<file path="config.mk">
export PLATFORM = sky130hd
export DESIGN_NAME = crc8_serial_unit
export DESIGN_NICKNAME = d
export VERILOG_FILES = /design/src/rtl/crc8_pkg.sv /design/src/rtl/crc8_shift_reg.sv /design/src/rtl/crc8_bit_counter.sv /design/src/rtl/crc8_serial_unit.sv
export SDC_FILE = /design/constraint.sdc
export NUM_CORES = 1
export LEC_CHECK = 0
export BUFFER_PORTS_ARGS = -buffer_cell sky130_fd_sc_hd__buf_4
export CAP_MARGIN = 20
export CELL_PAD_IN_SITES_DETAIL_PLACEMENT = 0
export CELL_PAD_IN_SITES_GLOBAL_PLACEMENT = 1
export CORE_ASPECT_RATIO = 1.25
export CORE_UTILIZATION = 30
export CTS_CLUSTER_DIAMETER = 100
export DETAILED_ROUTE_END_ITERATION = 10
export PLACE_DENSITY_LB_ADDON = 0.1
export RECOVER_POWER = 50
export SKIP_LAST_GASP = 1
export SYNTH_ARGS = -nofsm -noshare
export SYNTH_HDL_FRONTEND = slang
export SYNTH_SLANG_ARGS = --single-unit
</file>
<file path="constraint.sdc">
create_clock -name clk -period 1.2 [get_ports clk]
set_input_delay 0.06 -clock clk [delete_from_list [all_inputs] [get_ports clk]]
set_output_delay 0.06 -clock clk [all_outputs]
set_load 0.005 [all_outputs]
</file>
<file path="src/rtl/crc8_pkg.sv">
package crc8_pkg;
  localparam int CRC_W = 8;
  localparam logic [CRC_W-1:0] POLY_REFL = 8'h8C;

  // One reflected CRC step: the feedback enters at the top and at the tap positions
  function automatic logic [CRC_W-1:0] crc_step(input logic [CRC_W-1:0] cur,
                                                input logic din);
    logic fb;
    fb = cur[0] ^ din;
    return (cur >> 1) ^ (fb ? POLY_REFL : '0);
  endfunction
endpackage

</file>
<file path="src/rtl/crc8_shift_reg.sv">
module crc8_shift_reg
  import crc8_pkg::*;
(
  input  logic             clk,
  input  logic             rst_n,
  input  logic             clr_i,
  input  logic             step_i,
  input  logic             din_i,
  output logic [CRC_W-1:0] crc_o
);
  logic [CRC_W-1:0] crc_q;
  logic [CRC_W-1:0] crc_next;

  assign crc_next = crc_step(crc_q, din_i);

  always_ff @(posedge clk) begin
    if (!rst_n || clr_i) crc_q <= '0;
    else if (step_i)     crc_q <= crc_next;
  end

  assign crc_o = crc_q;

  p_hold_r3: assert property (@(posedge clk) disable iff (!rst_n)
    (!step_i && !clr_i) |=> $stable(crc_q));
  p_clear_r4: assert property (@(posedge clk) disable iff (!rst_n)
    clr_i |=> (crc_q == '0));
  p_step_r2: assert property (@(posedge clk) disable iff (!rst_n)
    (step_i && !clr_i) |=> (crc_q == crc_step($past(crc_q), $past(din_i))));
endmodule

</file>
<file path="src/rtl/crc8_bit_counter.sv">
module crc8_bit_counter #(
  parameter int ID_BITS = 64,
  localparam int CNT_W  = $clog2(ID_BITS + 2)
) (
  input  logic clk,
  input  logic rst_n,
  input  logic clr_i,
  input  logic step_i,
  output logic at_len_o
);
  localparam logic [CNT_W-1:0] CNT_SAT = CNT_W'(ID_BITS + 1);
  localparam logic [CNT_W-1:0] CNT_LEN = CNT_W'(ID_BITS);

  logic [CNT_W-1:0] cnt_q;
  logic             cnt_inc;

  assign cnt_inc = step_i && (cnt_q != CNT_SAT);

  always_ff @(posedge clk) begin
    if (!rst_n || clr_i) cnt_q <= '0;
    else if (cnt_inc)    cnt_q <= cnt_q + 1'b1;
  end

  assign at_len_o = (cnt_q == CNT_LEN);

  p_sat_r7: assert property (@(posedge clk) disable iff (!rst_n)
    cnt_q <= CNT_SAT);
  p_cnt_clear_r4: assert property (@(posedge clk) disable iff (!rst_n)
    clr_i |=> (cnt_q == '0));
  p_cnt_hold_r3: assert property (@(posedge clk) disable iff (!rst_n)
    (!step_i && !clr_i) |=> $stable(cnt_q));
endmodule

</file>
<file path="src/rtl/crc8_serial_unit.sv">
module crc8_serial_unit
  import crc8_pkg::*;
#(
  parameter int ID_BITS = 64
) (
  input  logic             clk,
  input  logic             rst_n,
  input  logic             clr_i,
  input  logic             bit_vld_i,
  input  logic             bit_i,
  output logic [CRC_W-1:0] crc_o,
  output logic             zero_o,
  output logic             id_ok_o
);
  logic             step_w;
  logic             at_len_w;
  logic [CRC_W-1:0] crc_w;

  // Clear beats a data bit arriving in the same cycle
  assign step_w = bit_vld_i && !clr_i;

  crc8_shift_reg u_sreg (
    .clk    (clk),
    .rst_n  (rst_n),
    .clr_i  (clr_i),
    .step_i (step_w),
    .din_i  (bit_i),
    .crc_o  (crc_w)
  );

  crc8_bit_counter #(.ID_BITS(ID_BITS)) u_cnt (
    .clk      (clk),
    .rst_n    (rst_n),
    .clr_i    (clr_i),
    .step_i   (step_w),
    .at_len_o (at_len_w)
  );

  assign crc_o   = crc_w;
  assign zero_o  = (crc_w == '0);
  assign id_ok_o = zero_o && at_len_w;

  p_idok_zero_r7: assert property (@(posedge clk) disable iff (!rst_n)
    id_ok_o |-> (crc_w == '0));
  p_drop_r4: assert property (@(posedge clk) disable iff (!rst_n)
    (clr_i && bit_vld_i) |=> !id_ok_o);
endmodule

</file>
==> results of run 1 <==
worst max-delay path, delay by kind of cell (launching register included):
family | cells | cell delay (ns)
and+or+nand+nor | 3 | 0.85
DFF | 1 | 0.33
buffers and inverters | 1 | 0.10
power by group:
part / switching [mW] / total, mW / leakage, nW / internal [mW]
combinational: 0.0491 / 0.115 / 0.318 / 0.0661
clock: 0.167 / 0.291 / 0.0177 / 0.124
sequential: 0.00515 / 0.505 / 0.124 / 0.500
total: 0.221 / 0.911 / 0.460 / 0.690
how the worst min path moves through the flow:
stage | startpoint | end | slack (ns) | depth (start not counted)
floorplan | rst_n | u_sreg.crc_o[7] | 0.26 | 2
global placement | clr_i | u_cnt.cnt_q[0] | 0.40 | 4
detailed placement | clr_i | u_cnt.cnt_q[1] | 0.41 | 4
CTS | clr_i | u_cnt.cnt_q[1] | 0.09 | 4
global route | clr_i | u_cnt.cnt_q[1] | 0.13 | 4
finish | clr_i | u_cnt.cnt_q[1] | 0.11 | 4
cells by family after synthesis:
kind of cell | count (synthesis)
buf+inv | 11
compound gates | 14
xor+xnor | 3
simple gates | 32
mux | 7
flops | 15
fa+ha+maj | 3
final cells by class:
| cell class | count | area (µm²) | share of cell area, % |
|---|---|---|---|
| clock buffers | 3 | 22.52 | 1.996 |
| clock inverters | 1 | 5.005 | 0.4435 |
| inverters | 4 | 17.52 | 1.552 |
| multi-input cells | 59 | 455.4 | 40.35 |
| flip-flops and latches | 15 | 311.5 | 27.61 |
| well taps | 33 | 41.29 | 3.659 |
| repair buffers | 36 | 275.3 | 24.39 |
layer usage:
metal / GRT usage (%) / routed length [µm] / vias to the layer above
met5: 0 / 0 / -
met4: 8.571 / 19 / 0
met3: 2.761 / 41 / 2
met1: 19.47 / 769 / 323
li1: - / - / 357
met2: 22.90 / 828 / 7
registers in the layout, indices dropped and copies added (netlist names):
| name | count |
|---|---|
| u_cnt.cnt_q | 7 |
| u_sreg.crc_o | 8 |
placed cells by master, fill, tap and decap left out, drive strengths merged:
cell,count
a211oi,1
a21oi,5
a311o,1
a41oi,1
and3,1
and4,1
buf,33
clkbuf,6
clkinv,1
dfxtp,15
ha,3
inv,4
mux2i,7
nand2,7
nand2b,4
nand3,1
nand3b,1
nand4b,1
nor2,8
nor2b,2
o21ai,3
o22ai,2
o31ai,1
or3,3
or4,3
xnor2,1
xor2,2
repair_timing:
item	4_1_cts	5_1_grt
buffers inserted	2	3
pin swaps	9	2
gates resized for setup	10	5
endpoints found under the setup margin	8	9
==> results_dict.tcl, run 1 <==
set metrics [dict create \
    violations "setup timing" \
    fin_setup_tns_ns -1.194 \
    rr_worst_depth 6 \
    synth_top_cell_area_share_pct 38.83 \
    ys.warnings.count 0 \
    synth_compound_area_share_pct 11.17 \
    routedWlPerCell_um 10.99 \
    cp-endpoint "id_ok_o" \
    core_area_mm2 0.002427 \
    fin_ws_ns -0.4204 \
    antenna_left 0 \
    fmax_ghz 0.6171 \
    hold_buffers 0 \
    path_max_fanout 2 \
    crit_path_end_kind "output port" \
    synthCells 85 \
    tightestPinTransition_ns 0.5266 \
    grt_max_degree 14 \
    cts_buffers 3 \
    io_buffers 14 \
    fill_cells 260 \
    die_x_um 47.41 \
    crit_path_max_incr_delay_ns 0.54 \
    setup_viol_count_final 6 \
    grtUsageTotal_pct 15.10 \
    relSlewSlack_pct 64.89 \
    finalMaxSlewViolations 0 \
    ios 15 \
    routed_wl_mm 1.659 \
    timing.hold.ws_ns 0.1087 \
    synth_commonest_cells "dfxtp_1 (15), mux2i_1 (7), nand2_1 (7), nor2_1 (7)" \
    p_leak_nw 0.4599 \
    synth_cell_types 29 \
    yosysTopAreaCell "dfxtp_1" \
    async_reset_ff_share_pct 0 \
    grt_pass1_wl_mm 2.980 \
    cp_slowest_cell "or4_4" \
    min_period_over_period_pct 135.0 \
    rsz0062_at_grt "true" \
    synth_edf_count 0 \
    synth.area.mux_share_pct 9.061 \
    drt_iter0_markers 19 \
    synthXorXnorAreaFrac_pct 3.398 \
    drive_above_1_share_pct 44.07 \
    cts.clk_slew.worst_paths_ns 0.09 \
    synth.avg_cell_area_um2 9.097 \
    drt_pass1_iterations 2 \
    skew_ns 0.0007236 \
    viasPerCell 4.563 \
    gp_congestion 0.7131 \
    die_y_um 58.76 \
    ys_dominant_reg_cell "dfxtp_1" \
    synth_top_family_by_area "simple AND/OR/NAND/NOR gates" \
    crit_chain "or4_4, nor2_4, and4_1, buf_4" \
    ys_ff_latch 15 \
    yosysSeqAreaShare_pct 38.83 \
    rrSetupSlack_ns -0.16 \
    start_kind "register" \
    place_hpwl_mm 1.238 \
    pre_cts_ws_ns -0.1161 \
    core.rowCount 20 \
    power_uw 911.0 \
    clock_sinks 15 \
    grt_pass1_vias 671 \
    worstPathRequired_ns 1.14 \
    finish.utilization_pct 46.49 \
    syn_nets 93 \
    drc 0 \
    min_path_type "input port to register" \
    htreeDepth 1 \
    synthAdderAreaFrac_pct 4.854 \
    area_delta_synth_final_pct 45.95 \
    critPathArrivalTime_ns 1.56 \
    synthSimpleGateAreaFrac_pct 24.76 \
    tritoncts "yes" \
    reg2reg_from "u_cnt.cnt_q[0]" \
    place_inst 142 \
    drv_cap 0 \
    place_area_mm2 0.001012 \
    n_antenna_cell 0 \
    vdd_ir_drop_max_mv 0.5738 \
    antenna_found_initial 0 \
    final_cells 151 \
    yosysMostFrequentCell "dfxtp_1" \
    clock-root-buffer "clkbuf_4" \
    initial_core_util_pct 31.86 \
    vias 689 \
    cts_buffer_depth 2 \
    clkLatencyLatePin_ns 0.28 \
    crit_start "u_sreg.crc_o[4]" \
    nNetsFinal 127 \
    outcome "complete, but fails checks" \
    fin_area_mm2 0.001129 \
    p_per_area_mw_per_mm2 807.2 \
    syn_area_um2 773.2 \
    synth.top_cells.by_area "dfxtp_1 (39%), mux2i_1 (9.1%), buf_4 (4.9%)" \
    overflow 0 \
    timing.final.crit_period_ns 1.620 \
    critPathKind "register to output port" \
    r2r_end "u_cnt.cnt_q[4]" \
    hold_viol_final 0 \
    dieArea_mm2 0.002786 \
]
Note: power is estimated with default switching activity, not from simulation.
==> inputs of run 2 (changes only) <==
--- a/config.mk
+++ b/config.mk
@@ -5,12 +5,14 @@
 export SDC_FILE = /design/constraint.sdc
 export NUM_CORES = 1
 export LEC_CHECK = 0
+export ABC_CLOCK_PERIOD_IN_PS = 1800
 export BUFFER_PORTS_ARGS = -buffer_cell sky130_fd_sc_hd__buf_4
 export CAP_MARGIN = 20
 export CELL_PAD_IN_SITES_DETAIL_PLACEMENT = 0
 export CELL_PAD_IN_SITES_GLOBAL_PLACEMENT = 1
 export CORE_ASPECT_RATIO = 1.25
 export CORE_UTILIZATION = 30
+export CTS_BUF_LIST = sky130_fd_sc_hd__clkbuf_2
 export CTS_CLUSTER_DIAMETER = 100
 export DETAILED_ROUTE_END_ITERATION = 10
 export PLACE_DENSITY_LB_ADDON = 0.1
==> constraint.sdc (replaced) <==
create_clock -name clk -period 1.8 [get_ports clk]
set_input_delay 0.09 -clock clk [delete_from_list [all_inputs] [get_ports clk]]
set_output_delay 0.09 -clock clk [all_outputs]
set_load 0.005 [all_outputs]
==> run 2 against run 1 <==
Compared with the run above: sequential share of layout area is 6.1 points higher; critical path type unchanged; total power shrank 39%; sequential power decreased by 32%; largest power group unchanged; non-clock buffer count fell by 22; cell count down 15%; clock power shrank 45%; the flow now finishes without violations; via count decreased by 14%; clock-buffer cell count unchanged.
==> results_dict.tcl, run 2 (synthesized netlist as in run 1, its figures left out) <==
set metrics [dict create \
    hold_viol_final 0 \
    nNetsFinal 105 \
    core.rowCount 20 \
    overflow 0 \
    power_uw 558.1 \
    cts_buffers 3 \
    critPathArrivalTime_ns 1.62 \
    min-delay-start "bit_vld_i" \
    antenna_left 0 \
    min_period_over_period_pct 94.93 \
    clock-root-buffer "clkbuf_2" \
    drc 0 \
    cts_setup_buffers 0 \
    tightestPinTransition_ns 0.5046 \
    p_per_area_mw_per_mm2 623.8 \
    crit_path_end_kind "output port" \
    relSlewSlack_pct 66.36 \
    vdd_ir_drop_max_mv 0.2721 \
    die_y_um 58.76 \
    drive_above_1_share_pct 23.96 \
    layout_commonest_cell "dfxtp_1" \
    routed_wl_mm 1.408 \
    reg2reg_from "u_cnt.cnt_q[0]" \
    finalMaxSlewViolations 0 \
    grt_pass1_vias 573 \
    grt_max_degree 14 \
    fin_area_um2 894.6 \
    area_delta_synth_final_pct 15.70 \
    ios 15 \
    fin_setup_tns_ns 0 \
    drt_pass1_iterations 3 \
    grtUsageTotal_pct 12.75 \
    gp_congestion 0.6806 \
    rsz0062_at_grt "false" \
    htreeDepth 1 \
    fmax_ghz 0.5852 \
    hold_buffers 0 \
    place_area_um2 873.3 \
    hold_depth 2 \
    cts_resized 0 \
    io_buffers 14 \
    clock_sinks 15 \
    fill_cells 270 \
    clkLatencyLatePin_ns 0.28 \
    vias 590 \
    critPathKind "register to output port" \
    antenna_found_initial 0 \
    core_area_mm2 0.002427 \
    min_path_type "input port to register" \
    rrSetupSlack_ns 0.37 \
    grt_pass1_wl_mm 2.518 \
    worstPathRequired_ns 1.71 \
    cts_buffer_depth 2 \
    timing.hold.ws_ns 0.1104 \
    tritoncts "yes" \
    timing.final.crit_period_ns 1.709 \
    r2r_end "u_cnt.cnt_q[6]" \
    drt_iter0_markers 13 \
    initial_core_util_pct 31.86 \
    viasPerCell 4.574 \
    p_leak_nw 0.3465 \
    setup_viol_count_final 0 \
    min_to "u_sreg.crc_o[7]" \
    place_hpwl_mm 1.093 \
    skew_ns 0.005625 \
    die_x_um 47.41 \
    rr_worst_depth 4 \
    path_max_fanout 4 \
    drv_cap 0 \
    routedWlPerCell_um 10.91 \
    start_kind "register" \
    n_antenna_cell 0 \
    largest_reg_flops 8 \
    dieArea_mm2 0.002786 \
    final_cell_mix "dfxtp_1 (14), buf_4 (9), nor2_1 (7), mux2i_1 (7), nand2_1 (7)" \
    cts.clk_slew.worst_paths_ns 0.16 \
    outcome "finished clean" \
]
run 2: changes by cell type in the layout (fill, tap and decap cells not counted), sizes merged:
cell / previous run / this run
clkbuf: 6 / 8
buf: 33 / 9
run 2: worst max path at each step:
stage / start / endpoint / slack (ns) / cells after the start
2_1_floorplan: u_sreg.crc_o[5] / id_ok_o / 0.54 / 3
3_3_place_gp: u_cnt.cnt_q[0] / u_cnt.cnt_q[6] / 0.40 / 4
3_5_place_dp: u_sreg.crc_o[5] / id_ok_o / 0.40 / 4
4_1_cts: u_sreg.crc_o[5] / id_ok_o / 0.03 / 4
5_1_grt: u_sreg.crc_o[6] / id_ok_o / 0.002 / 4
6_report: u_sreg.crc_o[6] / id_ok_o / 0.09 / 4
run 2: cell type report:
type	count	area [µm²]	area share, %
inverter	4	15.01	1.678
sequential	15	301.5	33.71
tap	33	41.29	4.615
multi-input combinational	59	411.6	46.01
timing repair buffer	14	105.1	11.75
clock inverter	1	5.005	0.5594
clock buffer	3	15.01	1.678
run 2: worst max-delay path, stage by stage (launching register included):
cell and delay (ns):
dfxtp_1 0.37, or4_4 0.53, nor2_4 0.14, and4_1 0.19, buf_4 0.10
run 2: metal layers:
layer | share of wire [%] | track usage (%) | wire (µm)
met1 | 48 | 17.05 | 678
met2 | 48 | 18.40 | 679
met3 | 2.3 | 2.761 | 33
met4 | 1.2 | 7.347 | 17
met5 | 0 | 0 | 0
run 2: per-stage QoR:
step | std cells | worst slack, ns | util (%)
floorplan | 85 | 0.5441 | -
CTS | 129 | 0.03069 | 36.80
global route | 129 | 0.002139 | 36.86
finish | 129 | 0.09132 | 36.86
global placement | 125 | 0.3985 | 35.98
detailed placement | 125 | 0.3952 | 35.98
run 2: power by group:
group	switching (mW)	leakage [nW]	internal, mW	total [mW]
sequential	0.00467	0.122	0.336	0.341
combinational	0.0270	0.208	0.0296	0.0566
clock	0.110	0.0164	0.0503	0.161
total	0.142	0.347	0.416	0.558
